$ cat config.mk
export PLATFORM = sky130hd
export DESIGN_NAME = char_video_gen
export DESIGN_NICKNAME = d
export VERILOG_FILES = /design/src/rtl/cvg_pkg.sv /design/src/rtl/cvg_timing.sv /design/src/rtl/cvg_cell_decode.sv /design/src/rtl/cvg_shifter.sv /design/src/rtl/char_video_gen.sv
export SDC_FILE = /design/constraint.sdc
export NUM_CORES = 1
export LEC_CHECK = 0
export ABC_AREA = 1
export BUFFER_PORTS_ARGS = -buffer_cell sky130_fd_sc_hd__buf_4
export CORE_ASPECT_RATIO = 0.7
export CORE_UTILIZATION = 60
export CTS_CLUSTER_SIZE = 20
export DETAILED_ROUTE_END_ITERATION = 12
export PLACE_DENSITY = 0.82
export SLEW_MARGIN = 20
export SYNTH_ARGS = -nofsm -noshare
export SYNTH_HDL_FRONTEND = slang
export SYNTH_SLANG_ARGS = --single-unit
$ cat constraint.sdc
create_clock -name clk -period 4 [get_ports clk]
set_input_delay 0.6 -clock clk [delete_from_list [all_inputs] [get_ports clk]]
set_output_delay 0.6 -clock clk [all_outputs]
set_load 0.05 [all_outputs]
$ cat src/rtl/cvg_pkg.sv
package cvg_pkg;

  localparam int CODE_W = 7;
  localparam int BYTE_W = 8;
  localparam int PIPE_DEPTH = 4;

  // Per-dot control flags travelling alongside the fetch pipeline
  typedef struct packed {
    logic ld;   // first dot of a displayed cell
    logic adv;  // shift register advances on this dot
    logic act;  // inside the active picture
    logic hs;   // horizontal sync window
    logic vs;   // vertical sync window
  } cvg_ctl_t;

endpackage

$ cat src/rtl/cvg_timing.sv
module cvg_timing
  import cvg_pkg::*;
#(
  parameter int COLS       = 64,
  parameter int ROWS       = 16,
  parameter int CELL_W     = 6,
  parameter int CELL_H     = 12,
  parameter int H_TOTAL    = 448,
  parameter int HS_START   = 400,
  parameter int HS_LEN     = 32,
  parameter int V_TOTAL_50 = 312,
  parameter int V_TOTAL_60 = 262,
  parameter int VS_START   = 220,
  parameter int VS_LEN     = 4
) (
  input  logic                            clk,
  input  logic                            rst,
  input  logic                            lores,
  input  logic                            field50,
  output logic [$clog2(COLS*ROWS)-1:0]    vram_addr,
  output logic [$clog2(CELL_H)-1:0]       line_s2,
  output cvg_ctl_t                        ctl_s4
);

  localparam int ACT_W  = COLS * CELL_W;
  localparam int ACT_H  = ROWS * CELL_H;
  localparam int VT_MAX = (V_TOTAL_50 > V_TOTAL_60) ? V_TOTAL_50 : V_TOTAL_60;
  localparam int HW     = $clog2(H_TOTAL);
  localparam int VW     = $clog2(VT_MAX);
  localparam int DW     = $clog2(2 * CELL_W);
  localparam int CLW    = $clog2(COLS);
  localparam int RW     = $clog2(ROWS);
  localparam int LW     = $clog2(CELL_H);
  localparam int VA_W   = $clog2(COLS * ROWS);

  localparam logic [HW-1:0] H_LAST  = HW'(H_TOTAL - 1);
  localparam logic [HW-1:0] H_ACT   = HW'(ACT_W);
  localparam logic [HW-1:0] HS_ON   = HW'(HS_START);
  localparam logic [HW-1:0] HS_OFF  = HW'(HS_START + HS_LEN);
  localparam logic [VW-1:0] V_ACT   = VW'(ACT_H);
  localparam logic [VW-1:0] VS_ON   = VW'(VS_START);
  localparam logic [VW-1:0] VS_OFF  = VW'(VS_START + VS_LEN);
  localparam logic [VW-1:0] V_END50 = VW'(V_TOTAL_50 - 1);
  localparam logic [VW-1:0] V_END60 = VW'(V_TOTAL_60 - 1);
  localparam logic [DW-1:0] D_END_HI = DW'(CELL_W - 1);
  localparam logic [DW-1:0] D_END_LO = DW'(2 * CELL_W - 1);
  localparam logic [LW-1:0] L_END   = LW'(CELL_H - 1);
  localparam logic [VA_W-1:0] COLS_C = VA_W'(COLS);

  logic [HW-1:0]  hcnt;
  logic [VW-1:0]  vcnt;
  logic [DW-1:0]  dcnt;
  logic [CLW-1:0] ccnt;
  logic [LW-1:0]  lcnt;
  logic [RW-1:0]  rcnt;

  logic [DW-1:0]  d_end;
  logic [VW-1:0]  v_end;
  assign d_end = lores ? D_END_LO : D_END_HI;
  assign v_end = field50 ? V_END50 : V_END60;

  // Dot, cell, line and row counters, all advanced incrementally
  always_ff @(posedge clk) begin
    if (rst) begin
      hcnt <= '0;
      vcnt <= '0;
      dcnt <= '0;
      ccnt <= '0;
      lcnt <= '0;
      rcnt <= '0;
    end else if (hcnt == H_LAST) begin
      hcnt <= '0;
      dcnt <= '0;
      ccnt <= '0;
      if (vcnt == v_end) begin
        vcnt <= '0;
        lcnt <= '0;
        rcnt <= '0;
      end else begin
        vcnt <= vcnt + 1'b1;
        if (lcnt == L_END) begin
          lcnt <= '0;
          rcnt <= rcnt + 1'b1;
        end else begin
          lcnt <= lcnt + 1'b1;
        end
      end
    end else begin
      hcnt <= hcnt + 1'b1;
      if (dcnt == d_end) begin
        dcnt <= '0;
        ccnt <= ccnt + 1'b1;
      end else begin
        dcnt <= dcnt + 1'b1;
      end
    end
  end

  cvg_ctl_t ctl_c;
  always_comb begin
    ctl_c.act = (hcnt < H_ACT) && (vcnt < V_ACT);
    ctl_c.ld  = ctl_c.act && (dcnt == '0);
    ctl_c.adv = !lores || !dcnt[0];
    ctl_c.hs  = (hcnt >= HS_ON) && (hcnt < HS_OFF);
    ctl_c.vs  = (vcnt >= VS_ON) && (vcnt < VS_OFF);
  end

  logic [VA_W-1:0] col_off;
  assign col_off = lores ? VA_W'({ccnt, 1'b0}) : VA_W'(ccnt);

  cvg_ctl_t       ctl_p  [PIPE_DEPTH];
  logic [LW-1:0]  line_p [2];

  always_ff @(posedge clk) begin
    if (rst) begin
      for (int i = 0; i < PIPE_DEPTH; i++) ctl_p[i] <= '0;
      line_p[0] <= '0;
      line_p[1] <= '0;
      vram_addr <= '0;
    end else begin
      ctl_p[0] <= ctl_c;
      for (int i = 1; i < PIPE_DEPTH; i++) ctl_p[i] <= ctl_p[i-1];
      line_p[0] <= lcnt;
      line_p[1] <= line_p[0];
      if (ctl_c.ld) vram_addr <= VA_W'(rcnt) * COLS_C + col_off;
    end
  end

  assign line_s2 = line_p[1];
  assign ctl_s4  = ctl_p[PIPE_DEPTH-1];

endmodule

$ cat src/rtl/cvg_cell_decode.sv
module cvg_cell_decode
  import cvg_pkg::*;
#(
  parameter int CELL_W = 6,
  parameter int CELL_H = 12
) (
  input  logic                               clk,
  input  logic                               rst,
  input  logic                               lower_en,
  input  logic [BYTE_W-1:0]                  vram_data,
  input  logic [$clog2(CELL_H)-1:0]          line,
  output logic [CODE_W+$clog2(CELL_H)-1:0]   rom_addr,
  output logic [CELL_W-1:0]                  gfx_pat,
  output logic                               is_gfx
);

  localparam int LW   = $clog2(CELL_H);
  localparam int BLK_H = CELL_H / 3;
  localparam int HALF  = CELL_W / 2;
  localparam logic [LW-1:0] BAND1 = LW'(BLK_H);
  localparam logic [LW-1:0] BAND2 = LW'(2 * BLK_H);

  logic left_on, right_on;
  always_comb begin
    if (line < BAND1) begin
      left_on  = vram_data[0];
      right_on = vram_data[1];
    end else if (line < BAND2) begin
      left_on  = vram_data[2];
      right_on = vram_data[3];
    end else begin
      left_on  = vram_data[4];
      right_on = vram_data[5];
    end
  end

  logic [CELL_W-1:0] pat_c;
  for (genvar i = 0; i < CELL_W; i++) begin : g_dot
    if (i < HALF) begin : g_left
      assign pat_c[CELL_W-1-i] = left_on;
    end else begin : g_right
      assign pat_c[CELL_W-1-i] = right_on;
    end
  end

  logic [CODE_W-1:0] code;
  assign code = {lower_en & vram_data[6], vram_data[5:0]};

  always_ff @(posedge clk) begin
    if (rst) begin
      rom_addr <= '0;
      gfx_pat  <= '0;
      is_gfx   <= 1'b0;
    end else begin
      rom_addr <= {code, line};
      gfx_pat  <= pat_c;
      is_gfx   <= vram_data[7];
    end
  end

endmodule

$ cat src/rtl/cvg_shifter.sv
module cvg_shifter
  import cvg_pkg::*;
#(
  parameter int CELL_W = 6
) (
  input  logic              clk,
  input  logic              rst,
  input  cvg_ctl_t          ctl,
  input  logic [CELL_W-1:0] rom_data,
  input  logic [CELL_W-1:0] gfx_pat,
  input  logic              is_gfx,
  output logic              pix,
  output logic              hsync,
  output logic              vsync
);

  logic [CELL_W-1:0] gfx_q;
  logic              isg_q;
  logic [CELL_W-1:0] sr;
  logic              cur;

  logic [CELL_W-1:0] pat;
  logic [CELL_W-1:0] sr_n;
  logic              cur_n;

  always_comb begin
    pat = isg_q ? gfx_q : rom_data;
    if (ctl.ld) begin
      cur_n = pat[CELL_W-1];
      sr_n  = {pat[CELL_W-2:0], 1'b0};
    end else if (ctl.adv) begin
      cur_n = sr[CELL_W-1];
      sr_n  = {sr[CELL_W-2:0], 1'b0};
    end else begin
      cur_n = cur;
      sr_n  = sr;
    end
  end

  always_ff @(posedge clk) begin
    if (rst) begin
      gfx_q <= '0;
      isg_q <= 1'b0;
      sr    <= '0;
      cur   <= 1'b0;
      pix   <= 1'b0;
      hsync <= 1'b0;
      vsync <= 1'b0;
    end else begin
      gfx_q <= gfx_pat;
      isg_q <= is_gfx;
      sr    <= sr_n;
      cur   <= cur_n;
      pix   <= cur_n & ctl.act;
      hsync <= ctl.hs;
      vsync <= ctl.vs;
    end
  end

endmodule

$ cat src/rtl/char_video_gen.sv
module char_video_gen
  import cvg_pkg::*;
#(
  parameter int COLS       = 64,
  parameter int ROWS       = 16,
  parameter int CELL_W     = 6,
  parameter int CELL_H     = 12,
  parameter int H_TOTAL    = 448,
  parameter int HS_START   = 400,
  parameter int HS_LEN     = 32,
  parameter int V_TOTAL_50 = 312,
  parameter int V_TOTAL_60 = 262,
  parameter int VS_START   = 220,
  parameter int VS_LEN     = 4
) (
  input  logic                                 clk,
  input  logic                                 rst,
  input  logic                                 lores,
  input  logic                                 lower_en,
  input  logic                                 field50,
  output logic [$clog2(COLS*ROWS)-1:0]         vram_addr,
  input  logic [7:0]                           vram_data,
  output logic [6+$clog2(CELL_H):0]            rom_addr,
  input  logic [CELL_W-1:0]                    rom_data,
  output logic                                 pix,
  output logic                                 hsync,
  output logic                                 vsync
);

  localparam int LW = $clog2(CELL_H);

  cvg_ctl_t           ctl_s4;
  logic [LW-1:0]      line_s2;
  logic [CELL_W-1:0]  gfx_pat;
  logic               is_gfx;

  cvg_timing #(
    .COLS(COLS), .ROWS(ROWS), .CELL_W(CELL_W), .CELL_H(CELL_H),
    .H_TOTAL(H_TOTAL), .HS_START(HS_START), .HS_LEN(HS_LEN),
    .V_TOTAL_50(V_TOTAL_50), .V_TOTAL_60(V_TOTAL_60),
    .VS_START(VS_START), .VS_LEN(VS_LEN)
  ) u_timing (
    .clk(clk), .rst(rst), .lores(lores), .field50(field50),
    .vram_addr(vram_addr), .line_s2(line_s2), .ctl_s4(ctl_s4)
  );

  cvg_cell_decode #(.CELL_W(CELL_W), .CELL_H(CELL_H)) u_decode (
    .clk(clk), .rst(rst), .lower_en(lower_en),
    .vram_data(vram_data), .line(line_s2),
    .rom_addr(rom_addr), .gfx_pat(gfx_pat), .is_gfx(is_gfx)
  );

  cvg_shifter #(.CELL_W(CELL_W)) u_shift (
    .clk(clk), .rst(rst), .ctl(ctl_s4),
    .rom_data(rom_data), .gfx_pat(gfx_pat), .is_gfx(is_gfx),
    .pix(pix), .hsync(hsync), .vsync(vsync)
  );

endmodule

==> summary.txt, run 1 <==
Final WL = 7.20 mm
Top cell type's share of synthesized area = 51.3%
Flop pwr share = 56.4%
Max stage delay cell, worst path = buf_4
First-pass GRT wire length = 12.6 mm
Largest net degree at the start of global routing = 57
Routed vias = 3,106
P_int = 1.33 mW
Psw = 0.518 mW
Final-report setup violation count = 0
Post-DP Area = 4260 um2
Worst Skew = 0.0110 ns
RSZ-0062 raised after global routing = no
Syn nets = 529
CTS root buffer = clkbuf_8
Total of max-cap violations = 0
Max FO, Critical Path = 56
Cell taking the most area after synthesis = dfxtp_1
Combinational power share = 9.3%
Crit path arrival time = 2.11 ns
Post-synth EDFFs = 0
CP Data Required Time = 4.28 ns
Gpl congestion = 0.804
Nets@finish = 571
Clk sinks = 100
Pwr dens = 414 nW/um2
Tightest Hold Check Type = flop to flop
Violations in the final reports = DRC
Synth area leaders = dfxtp_1, nand2_1, nor2_1
Fin area = 4460 um2
CTS tree = done
Fillers = 484
Post-synthesis instance total = 500
Die span in x = 98.4 um
Layout cell share with drive strength beyond 1 = 14.6%
Sw Share = 28.1%
Clock slew at reported path FFs = 0.11 ns
N_diodes = 0
Crit start category = primary input
Row count = 24
FMAX = 545 MHz
Antenna violations before repair = 0
CP cell instances = buf_4, inv_1, nand2_4, inv_2, nor2_4, nor2_1
Hold Path Depth = 2
DR pass1 iterations = 9
Sequential fraction of the synthesis area = 51.3%
Post-synthesis cell area = 3900 um2
Final Hold Viols = 0
Syn avg cell area = 7.80 um2
Post-CTS Repair Setup Buffers = 0
Global router's overall resource usage = 23.3%
Ys Warns = 0
Via density = 4.97
Relative slew slack = 62.7%
H-tree depth = 3
Crit path kind = primary input to flop
Cts bufs inserted = 9
Initial Utilization = 62.4%
Worst reg2reg setup slack = 2.36 ns
Final Max Tran Viols = 0
Area added between synthesis and finish = 14.3%
Fin crit share = 45.9%
Post-CTS Resized = 0
LEAKAGE = 2.04 nW
CTS max path bufs = 2
Vias in the first global route = 2,879
WL per Instance = 11.5 um
Status = finished with violations
Clock share of power = 34.2%
Worst skew pair latency = 0.37 ns
Die area = 6830 um2
GRT Residual Overflow = 0
DRC errors left = 2
Hold-fix buffers, CTS = 0
Slowest Stage Delay on Critical Path = 0.44 ns
Unique masters post-synth = 33
IO Pins = 43
Worst Tran Pin Value = 0.559 ns
IR Drop Worst-Case VDD = 0.298 mV
Detail Route Antenna Nets = 0
Post-synthesis async set-or-reset flop share = 0%
Crit path capture type = flop
Setup TNS = 0 ns
Die Ht = 69.5 um
I/O Buffers = 42
DR iter-0 viols = 207
Core region area = 6250 um2
Detailed Place HPWL = 4.98 mm
Final min period = 1.84 ns
Most used DFF post-synth = dfxtp_1
Register bit total from synthesis = 100
R2R depth = 8
## routing by layer
layer / track usage [%] / vias to the layer above / routed length [um]
met3: 6.45 / 7 / 357
met5: 0 / - / 0
li1: - / 1611 / -
met4: 6.14 / 0 / 70
met1: 31.8 / 1424 / 3540
met2: 36.7 / 64 / 3240
## layout by cell type, fill, tap and decap left out, drive strengths merged
master / count
clkinv: 4
inv: 84
a21boi: 1
buf: 42
or2: 4
dfxtp: 100
nor3: 5
nand2: 106
o21ai: 15
a21oi: 15
xor2: 12
nand4: 3
nor3b: 1
o31ai: 1
a211oi: 2
xnor2: 4
ha: 10
nor2: 96
a31oi: 10
nand3: 22
a21o: 1
clkbuf: 9
## stage by stage
| stage | util (%) | hold WS, ns | total power, mW | worst slack, ns | cells |
|---|---|---|---|---|---|
| CTS | 71.4 | 0.403 | 1.86 | 2.18 | 625 |
| global placement | 68.2 | 0.389 | 1.23 | 1.84 | 609 |
| finish | 71.4 | 0.407 | 1.85 | 2.16 | 625 |
| floorplan | - | 0.388 | 1.19 | 2.48 | 500 |
| detailed placement | 68.2 | 0.392 | 1.24 | 1.79 | 609 |
| global route | 71.4 | 0.415 | 1.92 | 2.01 | 625 |
## cell families (layout without fill, tap and decap cells)
logic type	count (synthesis)	after routing	share of synthesized area [%]
buffers and inverters	92	139	9.30
xor gates and xnor gates	16	16	3.59
and+or+nand+nor	237	237	26.1
AOI/OAI and AO/OA	45	45	6.42
adders and majority gates	10	10	3.21
DFF	100	100	51.3
## worst paths after layout
kind                                          end                             start
setup / recovery    u_timing.vcnt[3]$_SDFFE_PP0P_                               rst
hold / removal    u_decode.rom_addr[1]$_SDFF_PP0_  u_timing.line_p[0][5]$_SDFF_PP0_
setup reg to reg    u_timing.vcnt[3]$_SDFFE_PP0P_       u_timing.hcnt[0]$_SDFF_PP0_
hold reg to reg   u_decode.rom_addr[1]$_SDFF_PP0_  u_timing.line_p[0][5]$_SDFF_PP0_
## area by class of cell
type	instances	area [um2]	area share (%)
flip-flops and latches	100	2000	44.9
repair buffers	42	315	7.07
clock inverters	7	76.3	1.71
inverters	81	309	6.93
clock buffers	9	124	2.78
well taps	78	97.6	2.19
multi-input cells	308	1540	34.4
## state kept, by name, summed over array words and instances, names as in the netlist, 2 cells and up
register / cells
u_timing.line_p: 8
u_decode.gfx_pat: 2
u_timing.lcnt: 4
u_timing.hcnt: 9
u_timing.vcnt: 9
u_decode.rom_addr: 11
u_timing.dcnt: 4
u_timing.ccnt: 6
u_shift.gfx_q: 2
u_timing.vram_addr: 10
u_timing.ctl_p: 20
u_timing.rcnt: 4
u_shift.sr: 5
## cell usage after synthesis (2+ instances only)
cell and number:
dfxtp_1 100, a21oi_1 15, nor2_1 91, xnor2_1 4, buf_4 3, inv_2 3, o21ai_1 2, nand2_1 99
ha_1 10, a31oi_1 10, nand3_1 20, clkbuf_1 5, nor3_1 5, nor2_2 3, a211oi_1 2, or2_2 3
nor2_4 2, inv_1 77, nand3_2 2, xor2_1 12, o21ai_0 13, nand4_1 2, nand2_2 5, buf_1 2
nand2_4 2
## power by group through the flow
stage	clock network, mW	logic (mW)	registers, mW
after global placement	0	0.168	1.06
after detailed placement	0	0.172	1.06
after floorplan	0	0.0720	1.11
after global routing	0.686	0.188	1.05
final	0.632	0.172	1.04
after CTS	0.645	0.173	1.04
## worst max-delay path: cells and delay by family
kind / cells / cell delay, ns
buf+inv: 3 / 0.98
simple gates: 3 / 0.52
(Power assumes the default switching activity.)
==> run 2, diff against run 1 <==
CORE_UTILIZATION = 57   (was 60)
PLACE_DENSITY = 0.79   (was 0.82)
clock period = 1.9 ns   (was 4 ns; I/O delays follow)
==> run 2 against run 1 <==
  * Critical path depth rose by 2
  * Highest routed layer unchanged
  * Design area rose by 1.2%
  * Via count fell by 1.9%
  * Core utilization fell by 1.2 points
  * The run now ends clean
  * Clock power rose by 130%
==> summary.txt, run 2 (synthesis results as in run 1) <==
IR Drop Worst-Case VDD = 0.585 mV (was 0.298 mV)
Status = completed (was finished with violations)
Relative slew slack = 75.2% (was 62.7%)
Crit path capture type = flop (unchanged)
FMAX = 601 MHz
Gpl congestion = 0.791 (was 0.804)
Fillers = 523 (was 484)
LEAKAGE = 2.06 nW (was 2.04 nW)
CTS root buffer = clkbuf_8 (unchanged)
Antenna violations before repair = 0 (unchanged)
Global router's overall resource usage = 22.7% (was 23.3%)
Die area = 7180 um2 (was 6830 um2)
First-pass GRT wire length = 12.6 mm (about the same)
Area added between synthesis and finish = 15.7% (was 14.3%)
Tightest Hold Check Type = primary input to flop (was flop to flop)
GRT Residual Overflow = 0 (unchanged)
Crit path arrival time = 1.92 ns (was 2.11 ns)
Layout cell share with drive strength beyond 1 = 14.9% (was 14.6%)
Total of max-cap violations = 0 (unchanged)
Worst Tran Pin Value = 0.371 ns (was 0.559 ns)
Slowest Stage Delay on Critical Path = 0.39 ns (was 0.44 ns)
Post-CTS Resized = 0 (unchanged)
Largest net degree at the start of global routing = 31 (was 57)
Die Ht = 71.2 um (was 69.5 um)
Most common cell after layout, fill and taps aside = dfxtp_1 (unchanged)
DRC errors left = 0 (was 2)
CP Data Required Time = 2.16 ns (was 4.28 ns)
Largest register FFs = 20 (unchanged)
Nets@finish = 573 (was 571)
CP Buf/Inv Count = 1 (was 3)
Post-CTS Repair Setup Buffers = 0 (unchanged)
RSZ-0062 raised after global routing = no (unchanged)
Via density = 4.76 (was 4.97)
Most frequent cells in the layout = dfxtp_1, nand2_1, nor2_1, inv_1, buf_4 (unchanged)
Row count = 24 (unchanged)
I/O Buffers = 42 (unchanged)
Final-report setup violation count = 0 (unchanged)
Final WL = 7.31 mm (was 7.20 mm)
Cts bufs inserted = 9 (unchanged)
Core region area = 6430 um2 (was 6250 um2)
DR pass1 iterations = 5 (was 9)
Detail Route Antenna Nets = 0 (unchanged)
Pwr dens = 894 nW/um2 (was 414 nW/um2)
Vias in the first global route = 2,850 (was 2,879)
Fin crit share = 87.5%
IO Pins = 43 (unchanged)
Routed vias = 3,046 (was 3,106)
Family with the most delay on the worst path = simple AND/OR/NAND/NOR gates (was buffers and inverters)
Final Max Tran Viols = 0 (unchanged)
WL per Instance = 11.4 um (was 11.5 um)
Setup TNS = 0 ns (unchanged)
Max FO, Critical Path = 17 (was 56)
Clock slew at reported path FFs = 0.10 ns (was 0.11 ns)
Non-filler instance count after layout = 640 (was 625)
H-tree depth = 3 (unchanged)
Final Hold Viols = 0 (unchanged)
Initial Utilization = 60.7% (was 62.4%)
CTS tree = done (unchanged)
CTS max path bufs = 2 (unchanged)
Max stage delay cell, worst path = dfxtp_1 (was buf_4)
N_diodes = 0 (unchanged)
Final min period = 1.66 ns
Detailed Place HPWL = 5.15 mm (was 4.98 mm)
CP cell instances = ha_1, nand2_1, nor2_2, nand4_4, nand2_4, inv_2, nor2_4, nor2_1 (was buf_4, inv_1, nand2_4, inv_2, nor2_4, nor2_1)
Clk sinks = 100 (unchanged)
Placed Cells = 624 (was 609)
Crit start category = flop (was primary input)
Hold-fix buffers, CTS = 0 (unchanged)
Crit path kind = flop to flop (was primary input to flop)
Biggest register = u_timing.ctl_p (unchanged)
Die span in x = 101 um (was 98.4 um)
Largest registers = u_timing.ctl_p: 20 flops, u_decode.rom_addr: 11 flops, u_timing.vram_addr: 10 flops (unchanged)
DR iter-0 viols = 127 (was 207)
Worst Skew = 0.00886 ns (was 0.0110 ns)
Worst skew pair latency = 0.36 ns (was 0.37 ns)
## run 2: worst register-to-register path: stages (launching register included)
cell and delay, ns:
dfxtp_1 0.39, ha_1 0.19, nand2_1 0.09, nor2_2 0.13
nand4_4 0.19, nand2_4 0.24, inv_2 0.12, nor2_4 0.17
nor2_1 0.07
## run 2: cell type report
cell class / instances / area (um2) / area share (%)
clock buffers: 9 / 124 / 2.75
repair buffers: 44 / 330 / 7.32
flip-flops and latches: 100 / 2000 / 44.4
inverters: 81 / 309 / 6.85
well taps: 91 / 114 / 2.52
multi-input cells: 308 / 1540 / 34.0
clock inverters: 7 / 96.3 / 2.14
## run 2: worst paths after layout
check	start	to	slack [ns]	cells past startpoint
setup reg to reg	u_timing.hcnt[0]$_SDFF_PP0_	u_timing.vcnt[4]$_SDFFE_PP0P_	0.24	8
setup / recovery	u_timing.hcnt[0]$_SDFF_PP0_	u_timing.vcnt[4]$_SDFFE_PP0P_	0.24	8
hold reg to reg	u_decode.is_gfx$_SDFF_PP0_	u_shift.isg_q$_SDFF_PP0_	0.40	2
hold / removal	vram_data[4]	u_decode.rom_addr[8]$_SDFF_PP0_	0.13	3
## run 2: through the flow
stage                     instance area (um2)  setup slack [ns]  hold WS, ns  total power, mW  utilization [%]
after floorplan                          3900             0.548        0.388             2.50                -
after global placement                   4290             0.342        0.391             2.60             66.8
after detailed placement                 4290             0.260        0.394             2.61             66.8
after CTS                                4510             0.236        0.120             4.07             70.2
after global routing                     4510            0.0832        0.124             4.20             70.2
final                                    4510             0.237        0.132             4.03             70.2
## run 2: metal layers
metal | GRT usage [%] | part of all wire (%)
met1 | 29.5 | 47
met2 | 37.4 | 47
met3 | 6.42 | 5.1
met4 | 6.28 | 1.1
met5 | 0 | 0
## run 2: power by group
part           switching, mW  internal (mW)
Combinational          0.249          0.118
Sequential            0.0348           2.16
Clock                  0.724          0.749
Total                   1.01           3.03
